[src/rtl/gs_pkg.sv]
package gs_pkg;

    localparam int LEVEL_W       = 12;
    localparam int OUTS_PER_CHIP = 16;

    typedef enum logic [2:0] {
        ST_FLUSH     = 3'd0,
        ST_CLR_LATCH = 3'd1,
        ST_IDLE      = 3'd2,
        ST_LOAD      = 3'd3,
        ST_SHIFT     = 3'd4,
        ST_DONE      = 3'd5
    } gs_state_t;

endpackage

[src/rtl/gs_level_store.sv]
module gs_level_store
    import gs_pkg::*;
#(
    parameter int NCH = 32
) (
    input  logic                       clk,
    input  logic                       rst_n,
    input  logic                       wr_en,
    input  logic [$clog2(NCH):0]       wr_ch,
    input  logic [LEVEL_W-1:0]         wr_level,
    input  logic                       snap,
    input  logic [$clog2(NCH)-1:0]     rd_ch,
    input  logic [3:0]                 rd_bit,
    output logic                       rd_val
);

    localparam int IDX_W = $clog2(NCH) + 1;

    logic [LEVEL_W-1:0] shadow [NCH];
    logic [LEVEL_W-1:0] live   [NCH];
    logic               in_range;

    assign in_range = (wr_ch < IDX_W'(NCH));

    for (genvar g = 0; g < NCH; g++) begin : g_ch
        logic hit;
        assign hit = wr_en && in_range && (wr_ch == IDX_W'(g));

        always_ff @(posedge clk or negedge rst_n) begin
            if (!rst_n) begin
                shadow[g] <= '0;
            end else if (hit) begin
                shadow[g] <= wr_level;
            end
        end

        always_ff @(posedge clk or negedge rst_n) begin
            if (!rst_n) begin
                live[g] <= '0;
            end else if (snap) begin
                live[g] <= shadow[g];
            end
        end
    end

    logic [LEVEL_W-1:0] sel_level;
    assign sel_level = live[rd_ch];
    assign rd_val    = sel_level[rd_bit];

endmodule

[src/rtl/gs_sck_gen.sv]
module gs_sck_gen #(
    parameter int HALF = 2
) (
    input  logic clk,
    input  logic rst_n,
    input  logic run,
    output logic sck,
    output logic bit_end
);

    localparam int CNT_W = (HALF > 1) ? $clog2(HALF) : 1;
    localparam logic [CNT_W-1:0] CNT_LAST = CNT_W'(HALF - 1);

    logic [CNT_W-1:0] cnt;
    logic             hi;

    always_ff @(posedge clk or negedge rst_n) begin
        if (!rst_n) begin
            cnt <= '0;
            hi  <= 1'b0;
        end else if (!run) begin
            cnt <= '0;
            hi  <= 1'b0;
        end else if (cnt == CNT_LAST) begin
            cnt <= '0;
            hi  <= ~hi;
        end else begin
            cnt <= cnt + 1'b1;
        end
    end

    assign sck     = hi;
    assign bit_end = run && hi && (cnt == CNT_LAST);

endmodule

[src/rtl/gs_chain_shifter.sv]
module gs_chain_shifter
    import gs_pkg::*;
#(
    parameter int N_CHIPS        = 2,
    parameter int SCK_HALF       = 2,
    parameter int CLR_BITS_CHIP  = 200
) (
    input  logic                                   clk,
    input  logic                                   rst_n,
    input  logic                                   wr_en,
    input  logic [$clog2(N_CHIPS*16):0]            wr_ch,
    input  logic [11:0]                            wr_level,
    input  logic                                   cts,
    output logic                                   sck,
    output logic                                   sdo,
    output logic                                   busy,
    output logic                                   xfer_done
);

    localparam int NCH        = N_CHIPS * OUTS_PER_CHIP;
    localparam int CH_W       = $clog2(NCH);
    localparam int FLUSH_BITS = N_CHIPS * CLR_BITS_CHIP;
    localparam int FLUSH_W    = $clog2(FLUSH_BITS);

    gs_state_t          state_q, state_d;
    logic [FLUSH_W-1:0] flush_cnt;
    logic [CH_W-1:0]    ch_cnt;
    logic [3:0]         bpos;
    logic               armed;
    logic               run_sck;
    logic               bit_end;
    logic               snap;
    logic               live_bit;
    logic               last_bit;

    assign run_sck  = (state_q == ST_FLUSH) || (state_q == ST_SHIFT);
    assign snap     = (state_q == ST_LOAD);
    assign last_bit = (ch_cnt == '0) && (bpos == 4'd0);

    gs_sck_gen #(.HALF(SCK_HALF)) u_sck (
        .clk     (clk),
        .rst_n   (rst_n),
        .run     (run_sck),
        .sck     (sck),
        .bit_end (bit_end)
    );

    gs_level_store #(.NCH(NCH)) u_store (
        .clk      (clk),
        .rst_n    (rst_n),
        .wr_en    (wr_en),
        .wr_ch    (wr_ch),
        .wr_level (wr_level),
        .snap     (snap),
        .rd_ch    (ch_cnt),
        .rd_bit   (bpos),
        .rd_val   (live_bit)
    );

    // state register
    always_ff @(posedge clk or negedge rst_n) begin
        if (!rst_n) begin
            state_q <= ST_FLUSH;
        end else begin
            state_q <= state_d;
        end
    end

    // next state
    always_comb begin
        state_d = state_q;
        unique case (state_q)
            ST_FLUSH:     if (bit_end && flush_cnt == '0) state_d = ST_CLR_LATCH;
            ST_CLR_LATCH: state_d = ST_IDLE;
            ST_IDLE:      if (cts && armed) state_d = ST_LOAD;
            ST_LOAD:      state_d = ST_SHIFT;
            ST_SHIFT:     if (bit_end && last_bit) state_d = ST_DONE;
            ST_DONE:      state_d = ST_IDLE;
            default:      state_d = ST_FLUSH;
        endcase
    end

    // bit position counters
    always_ff @(posedge clk or negedge rst_n) begin
        if (!rst_n) begin
            flush_cnt <= FLUSH_W'(FLUSH_BITS - 1);
            ch_cnt    <= CH_W'(NCH - 1);
            bpos      <= 4'd11;
        end else begin
            if (state_q == ST_FLUSH && bit_end) begin
                flush_cnt <= flush_cnt - 1'b1;
            end
            if (state_q == ST_LOAD) begin
                ch_cnt <= CH_W'(NCH - 1);
                bpos   <= 4'd11;
            end else if (state_q == ST_SHIFT && bit_end) begin
                if (bpos == 4'd0) begin
                    bpos   <= 4'd11;
                    ch_cnt <= ch_cnt - 1'b1;
                end else begin
                    bpos <= bpos - 1'b1;
                end
            end
        end
    end

    // one frame per clear-to-send window
    always_ff @(posedge clk or negedge rst_n) begin
        if (!rst_n) begin
            armed <= 1'b0;
        end else if (state_q == ST_LOAD) begin
            armed <= 1'b0;
        end else if (!cts) begin
            armed <= 1'b1;
        end
    end

    // outputs
    always_comb begin
        busy      = 1'b0;
        xfer_done = 1'b0;
        sdo       = 1'b0;
        unique case (state_q)
            ST_FLUSH:     busy = 1'b1;
            ST_CLR_LATCH: xfer_done = 1'b1;
            ST_IDLE:      ;
            ST_LOAD:      busy = 1'b1;
            ST_SHIFT: begin
                busy = 1'b1;
                sdo  = live_bit;
            end
            ST_DONE:      xfer_done = 1'b1;
            default:      ;
        endcase
    end

endmodule

[config.mk]
export PLATFORM = sky130hd
export DESIGN_NAME = gs_chain_shifter
export DESIGN_NICKNAME = d
export VERILOG_FILES = /design/src/rtl/gs_pkg.sv /design/src/rtl/gs_level_store.sv /design/src/rtl/gs_sck_gen.sv /design/src/rtl/gs_chain_shifter.sv
export SDC_FILE = /design/constraint.sdc
export NUM_CORES = 1
export LEC_CHECK = 0
export BUFFER_PORTS_ARGS = -buffer_cell sky130_fd_sc_hd__buf_2
export CAP_MARGIN = 20
export CORE_AREA = 2 2 243 245
export CTS_CLUSTER_DIAMETER = 200
export CTS_CLUSTER_SIZE = 25
export DETAILED_ROUTE_END_ITERATION = 10
export DIE_AREA = 0 0 245 247
export GPL_ROUTABILITY_DRIVEN = 1
export HOLD_SLACK_MARGIN = 0.12
export PLACE_DENSITY = 0.72
export SLEW_MARGIN = 20
export SYNTH_ARGS = -nofsm -noshare
export SYNTH_HDL_FRONTEND = slang
export SYNTH_SLANG_ARGS = --single-unit
[constraint.sdc]
create_clock -name clk -period 4.4 [get_ports clk]
set_input_delay 0.22 -clock clk [delete_from_list [all_inputs] [get_ports clk]]
set_output_delay 0.22 -clock clk [all_outputs]
set_load 0.02 [all_outputs]
==> flow_summary.json, run 1 <==
{
  "netlist-cell-type-count": 54,
  "synth.net_count": 2948,
  "timing.critical_path.arrival_ps": 3910,
  "detail_route.wirelength_um": 81530,
  "drt-wirelength-per-cell_um": 22.47,
  "place.gp.congestion": 0.9716,
  "final_common_cell": "nand2_1",
  "setup-violations-final": 0,
  "critPathKind": "register to primary output",
  "fin_setup_tns_ps": 0,
  "reg2reg_setup_slack_ps": 1790,
  "syn_avg_cell_area_um2": 11.36,
  "viasPerCell": 5.920,
  "postCtsSetupBuffers": 0,
  "worst-slew-pin-transition_ps": 977.6,
  "tritoncts": "done",
  "regToRegStartpoint": "state_q[1]",
  "numClockSinks": 792,
  "htreeDepth": 2,
  "nFillCells": 4563,
  "area.growth.synth_to_final_pct": 5.435,
  "track_usage_pct": 27.74,
  "grt_setup_unrepaired": "no",
  "fin_hold_ws_ps": 284.5,
  "startpoint_type": "register",
  "crit_path_max_fanout": 22,
  "ys_seq_area_share_pct": 59.80,
  "placement.io_buffers": 25,
  "period_share_pct": 93.89,
  "finalClockSkew_ps": 14.20,
  "clock.fmax_mhz": 242.1,
  "die_h_um": 247,
  "final_max_slew_viol_count": 0,
  "dieWidth_um": 245,
  "critical_path.endpoint_type": "primary output",
  "grt.met1_usage_pct": 41.91,
  "syn_inst": 2920,
  "antenna_found_initial": 6,
  "worstSkewPairLatency_ps": 580,
  "clock_path_buffers": 3,
  "synth_flop_cell": "dfrtp_1",
  "highest_utilization_routing_layer_at_the_global_route_stage": "met1",
  "rows": 89,
  "number_of_global_route_vias_before_repair": 21490,
  "drive_above_1_share_pct": 21.04,
  "routed-via-count": 21490,
  "synthesis.area_um2": 33170,
  "slew-limit-headroom_pct": 34.83,
  "path_clk_slew_ps": 100,
  "r2r_cells": 5,
  "postSynthRegisterBits": 792,
  "start_util_pct": 56.96,
  "worst_r2r_endpoint": "u_store.live[231]",
  "total_power_w": 0.01753,
  "power_per_cell_area_nw_per_um2": 501.1,
  "maxCapViolations": 0,
  "worst-endpoint-required_ps": 4180,
  "design.core.area_um2": 58240,
  "finalHoldViolations": 0,
  "crit_start": "ch_cnt[0]",
  "cts_root_buffer_type": "clkbuf_16",
  "grt_start_max_net_pins": 146,
  "async_flop_share_pct": 100.0,
  "pin_count": 26,
  "drt_drc_violations_left": 0,
  "worst_hold_class": "input port to asynchronous set/reset pin",
  "grtUsageMet2_pct": 40.88,
  "run_status": "completed",
  "irDropWorstVdd_v": 0.0003463,
  "layout_common_cells": "1201 x nand2_1, 778 x dfrtp_1, 397 x mux2_2, 65 x mux4_2, 48 x mux2i_1",
  "firstDrtPassIters": 5,
  "drt.antenna.violating_nets": 0,
  "global_route.usage.met3_pct": 5.459,
  "die_area_um2": 60520,
  "yosys_warnings": 0,
  "grt_overflow_total": 0,
  "dp_hpwl_um": 50660,
  "power.static_leakage_nw": 18.22,
  "tritoncts.num_buffers": 37,
  "count_of_flip_flops_with_a_built_in_enable_after_synthesis": 0,
  "drt_first_iter_violations": 1997,
  "nNetsFinal": 2864,
  "grt_pass1_wl_um": 128800,
  "finalWorstPathRequiredPeriod_ps": 4131
}
[synth_stat cells, types with 6 or more instances]
cell type	instances	share of area, %
nand2_1	1202	14
dfrtp_1	778	59
mux2_2	397	13
clkbuf_1	149	1.7
mux4_2	65	4.4
mux2i_1	48	1.4
nor2_1	42	0.48
a21oi_1	19	0.29
buf_2	14	0.21
dfstp_2	14	1.1
o22ai_1	13	0.25
a211oi_1	12	0.27
buf_6	12	0.41
a22oi_1	11	0.25
buf_1	11	0.12
xnor2_1	11	0.29
inv_1	10	0.11
nor3_1	10	0.15
o221ai_1	10	0.26
nand3_1	8	0.12
o21ai_0	8	0.12
ha_1	6	0.23
or3_1	6	0.11
[worst max-delay path by stage]
stage	slack [ps]	to	depth (start not counted)
4_1_cts	240	sdo	9
2_1_floorplan	1910	sdo	9
6_report	270	sdo	9
3_3_place_gp	910	sdo	9
3_5_place_dp	870	sdo	9
5_1_grt	110	sdo	9
[layer usage]
metal	up-vias	wire, um
li1	9418	-
met1	11200	37180
met2	742	35860
met3	127	6026
met4	0	2465
met5	-	0
[cell type report]
class                   instances  area (um2)  share of cell area [%]
clock buffers                  53        1028                   2.941
well taps                     773       967.2                   2.765
flip-flops and latches        792       19840                   56.74
diodes                          4       10.01                 0.02862
multi-input cells            1923       12420                   35.51
repair buffers                 71       648.1                   1.853
clock inverters                 2       17.52                 0.05008
inverters                      11       41.29                  0.1181
[cells by family after synthesis]
family,count (synthesis),share of synthesized area [%]
muxes,515,19.73
and+or+nand+nor,1295,15.06
adders and majority gates,6,0.2263
DFF,792,59.80
AOI/OAI and AO/OA,94,1.992
buffers and inverters,205,2.848
xor gates and xnor gates,13,0.3432
[through the flow]
stage | instances | setup WS [ps] | util [%] | cell area (um2)
global route | 3629 | 107.2 | 60.05 | 34970
finish | 3629 | 268.8 | 60.05 | 34970
CTS | 3625 | 236.5 | 60.04 | 34960
detailed placement | 3568 | 870.4 | 58.21 | 33900
floorplan | 2920 | 1910 | - | 33170
global placement | 3568 | 912.5 | 58.21 | 33900
[flip-flops by register name, summed over array words and instances (netlist names)]
| register | count |
|---|---|
| u_store.shadow | 384 |
| flush_cnt | 9 |
| ch_cnt | 5 |
| u_sck.cnt | 1 |
| armed | 1 |
| u_store.live | 384 |
| state_q | 3 |
| bpos | 4 |
| u_sck.sck | 1 |
[power breakdown]
part           switching [W]  internal, W
registers            0.00109      0.00861
clock network        0.00224      0.00165
logic                0.00224      0.00170
total                0.00557       0.0120
[critical path, stage by stage, from the launching register on]
cell	delay, ps
dfstp_4	830
buf_4	420
mux4_2	550
mux2_2	270
a221oi_1	480
a21oi_1	90
a21oi_1	200
a31oi_1	110
o21a_1	180
buf_2	180
[timing repair]
action	in CTS	in global routing
hold buffers	2	0
hold endpoints to repair	93	0
setup endpoints to repair	0	0
resized for setup	0	0
Power figures use the tool's default switching activity.
==> run 2: changes to the inputs <==
Settings changed: CELL_PAD_IN_SITES_DETAIL_PLACEMENT set to 0, CELL_PAD_IN_SITES_GLOBAL_PLACEMENT set to 1, CORE_AREA 2 2 243 245 to 2 2 247 249, DIE_AREA 0 0 245 247 to 0 0 249 251, PLACE_DENSITY 0.72 to 0.84.
==> flow_summary.json, run 2 (synthesized netlist as in run 1, its figures left out) <==
{
  "run_status": "completed",
  "nNetsFinal": 2862,
  "dp_hpwl_um": 50220,
  "layout.cells.non_filler": 3635,
  "rows": 90,
  "clock.fmax_mhz": 242.6,
  "crit_path_max_fanout": 21,
  "die_h_um": 251,
  "maxCapViolations": 0,
  "seq_power_share_pct": 54.9,
  "largestRegisters": "u_store.live: 384 flops, u_store.shadow: 384 flops, flush_cnt: 9 flops",
  "tritoncts": "done",
  "finalClockSkew_ps": 12.14,
  "routed-via-count": 21210,
  "cpLargestDelayFamily": "compound AO/OA/AOI/OAI gates",
  "placed_cells_incl_taps": 3574,
  "drt_drc_violations_left": 0,
  "path_clk_slew_ps": 100,
  "p_clk_share_pct": 22.3,
  "dieWidth_um": 249,
  "internal_power_w": 0.01199,
  "grt_overflow_total": 0,
  "track_usage_pct": 26.79,
  "power.static_leakage_nw": 18.23,
  "tritoncts.num_buffers": 37,
  "final_common_cell": "nand2_1",
  "comb_power_share_pct": 22.8,
  "drive_above_1_share_pct": 21.17,
  "placement.io_buffers": 25,
  "final_max_slew_viol_count": 0,
  "critPathSlowestCell": "dfstp_2",
  "drt-wirelength-per-cell_um": 22.58,
  "finalWorstPathRequiredPeriod_ps": 4122,
  "worst_hold_class": "input port to asynchronous set/reset pin",
  "grt_setup_unrepaired": "no",
  "critPathKind": "register to primary output",
  "design.core.area_um2": 59790,
  "antenna_found_initial": 6,
  "grt_start_max_net_pins": 123,
  "die_area_um2": 62500,
  "drt_first_iter_violations": 1954,
  "finalHoldViolations": 0,
  "power_per_cell_area_nw_per_um2": 502.2,
  "start_util_pct": 55.48,
  "fin_hold_ws_ps": 239.3,
  "pin_count": 26,
  "numClockSinks": 792,
  "cpPeakStageDelay_ps": 870,
  "worstSkewPairLatency_ps": 610,
  "critical_path.endpoint_type": "primary output",
  "number_of_global_route_vias_before_repair": 21020,
  "period_share_pct": 93.68,
  "worst-endpoint-required_ps": 4180,
  "p_switching_w": 0.005596,
  "viasPerCell": 5.836,
  "cts_root_buffer_type": "clkbuf_16",
  "irDropWorstVdd_v": 0.0003390,
  "firstDrtPassIters": 5,
  "detail_route.wirelength_um": 82090,
  "setup-violations-final": 0,
  "area.growth.synth_to_final_pct": 5.597,
  "drt.antenna.violating_nets": 0,
  "clock_path_buffers": 3,
  "utilization_pct": 58.58,
  "grt_pass1_wl_um": 127800,
  "worst-slew-pin-transition_ps": 1122,
  "htreeDepth": 2,
  "timing.critical_path.arrival_ps": 3900,
  "power.share.switching_pct": 31.82,
  "timing.critical_path.cells": "inv_1, nor2_2, a22oi_1, a211o_1, a31oi_1, o21a_1, buf_2",
  "critical_path_buf_inv_count": 2,
  "place.gp.congestion": 0.8763,
  "startpoint_type": "register",
  "slew-limit-headroom_pct": 25.00,
  "layout_common_cells": "1201 x nand2_1, 778 x dfrtp_1, 397 x mux2_2, 65 x mux4_2, 48 x mux2i_1",
  "fin_setup_tns_ps": 0,
  "total_power_w": 0.01759
}
[run 2: worst paths after layout]
check,startpoint,endpoint,slack [ps],depth (start not counted)
max in group asynchronous,rst_n,u_store.live[40],2930,3
min in group clk,cts,armed,340,3
min,rst_n,u_store.shadow[357],240,2
max reg2reg,state_q[1],u_store.live[211],1720,5
max,ch_cnt[3],sdo,280,7
min reg2reg,u_store.shadow[225],u_store.live[225],460,2
[run 2: power groups by stage]
stage | Combinational (W) | Sequential (W) | Clock (W)
floorplan | 0.00308 | 0.00922 | 0
global placement | 0.00381 | 0.00977 | 0
detailed placement | 0.00397 | 0.00978 | 0
CTS | 0.00398 | 0.00966 | 0.00403
global route | 0.00441 | 0.00979 | 0.00427
finish | 0.00401 | 0.00965 | 0.00393
[run 2: worst register-to-register path: stages, from the launching register on]
cell     delay (ps)
dfrtp_1         500
nor2b_1         410
and2_4          860
buf_4           630
nand2_1         150
nand2_1          70
[run 2: metrics by stage]
step                setup WS [ps]  cell area [um2]
floorplan                    1910            33170
detailed placement          607.7            33930
global placement            580.5            33930
CTS                         151.0            35000
global route                73.55            35030
finish                      278.2            35030
[run 2: final cells by class]
cell class / count / area (um2)
antenna: 4 / 10.01
clock buffer: 52 / 1025
sequential: 792 / 19840
inverter: 11 / 41.29
clock inverter: 2 / 17.52
tap: 782 / 978.4
timing repair buffer: 69 / 683.2
fill: 4883 / 24770
multi-input combinational: 1923 / 12430
[run 2: layer usage]
| layer | up-vias | global-route usage, % | wire length, um |
|---|---|---|---|
| met5 | - | 0 | 37 |
| li1 | 9404 | - | - |
| met2 | 538 | 40.60 | 37190 |
| met1 | 11160 | 40.62 | 38210 |
| met3 | 107 | 3.396 | 4458 |
| met4 | 2 | 8.745 | 2198 |
[run 2: repair_timing]
item / 4_1_cts / 5_1_grt
hold endpoints to repair: 85 / 0
hold buffers: 2 / 0
setup endpoints to repair: 1 / 1
buffers inserted: 0 / 1
cloned: 0 / 0
gates resized for setup: 1 / 1
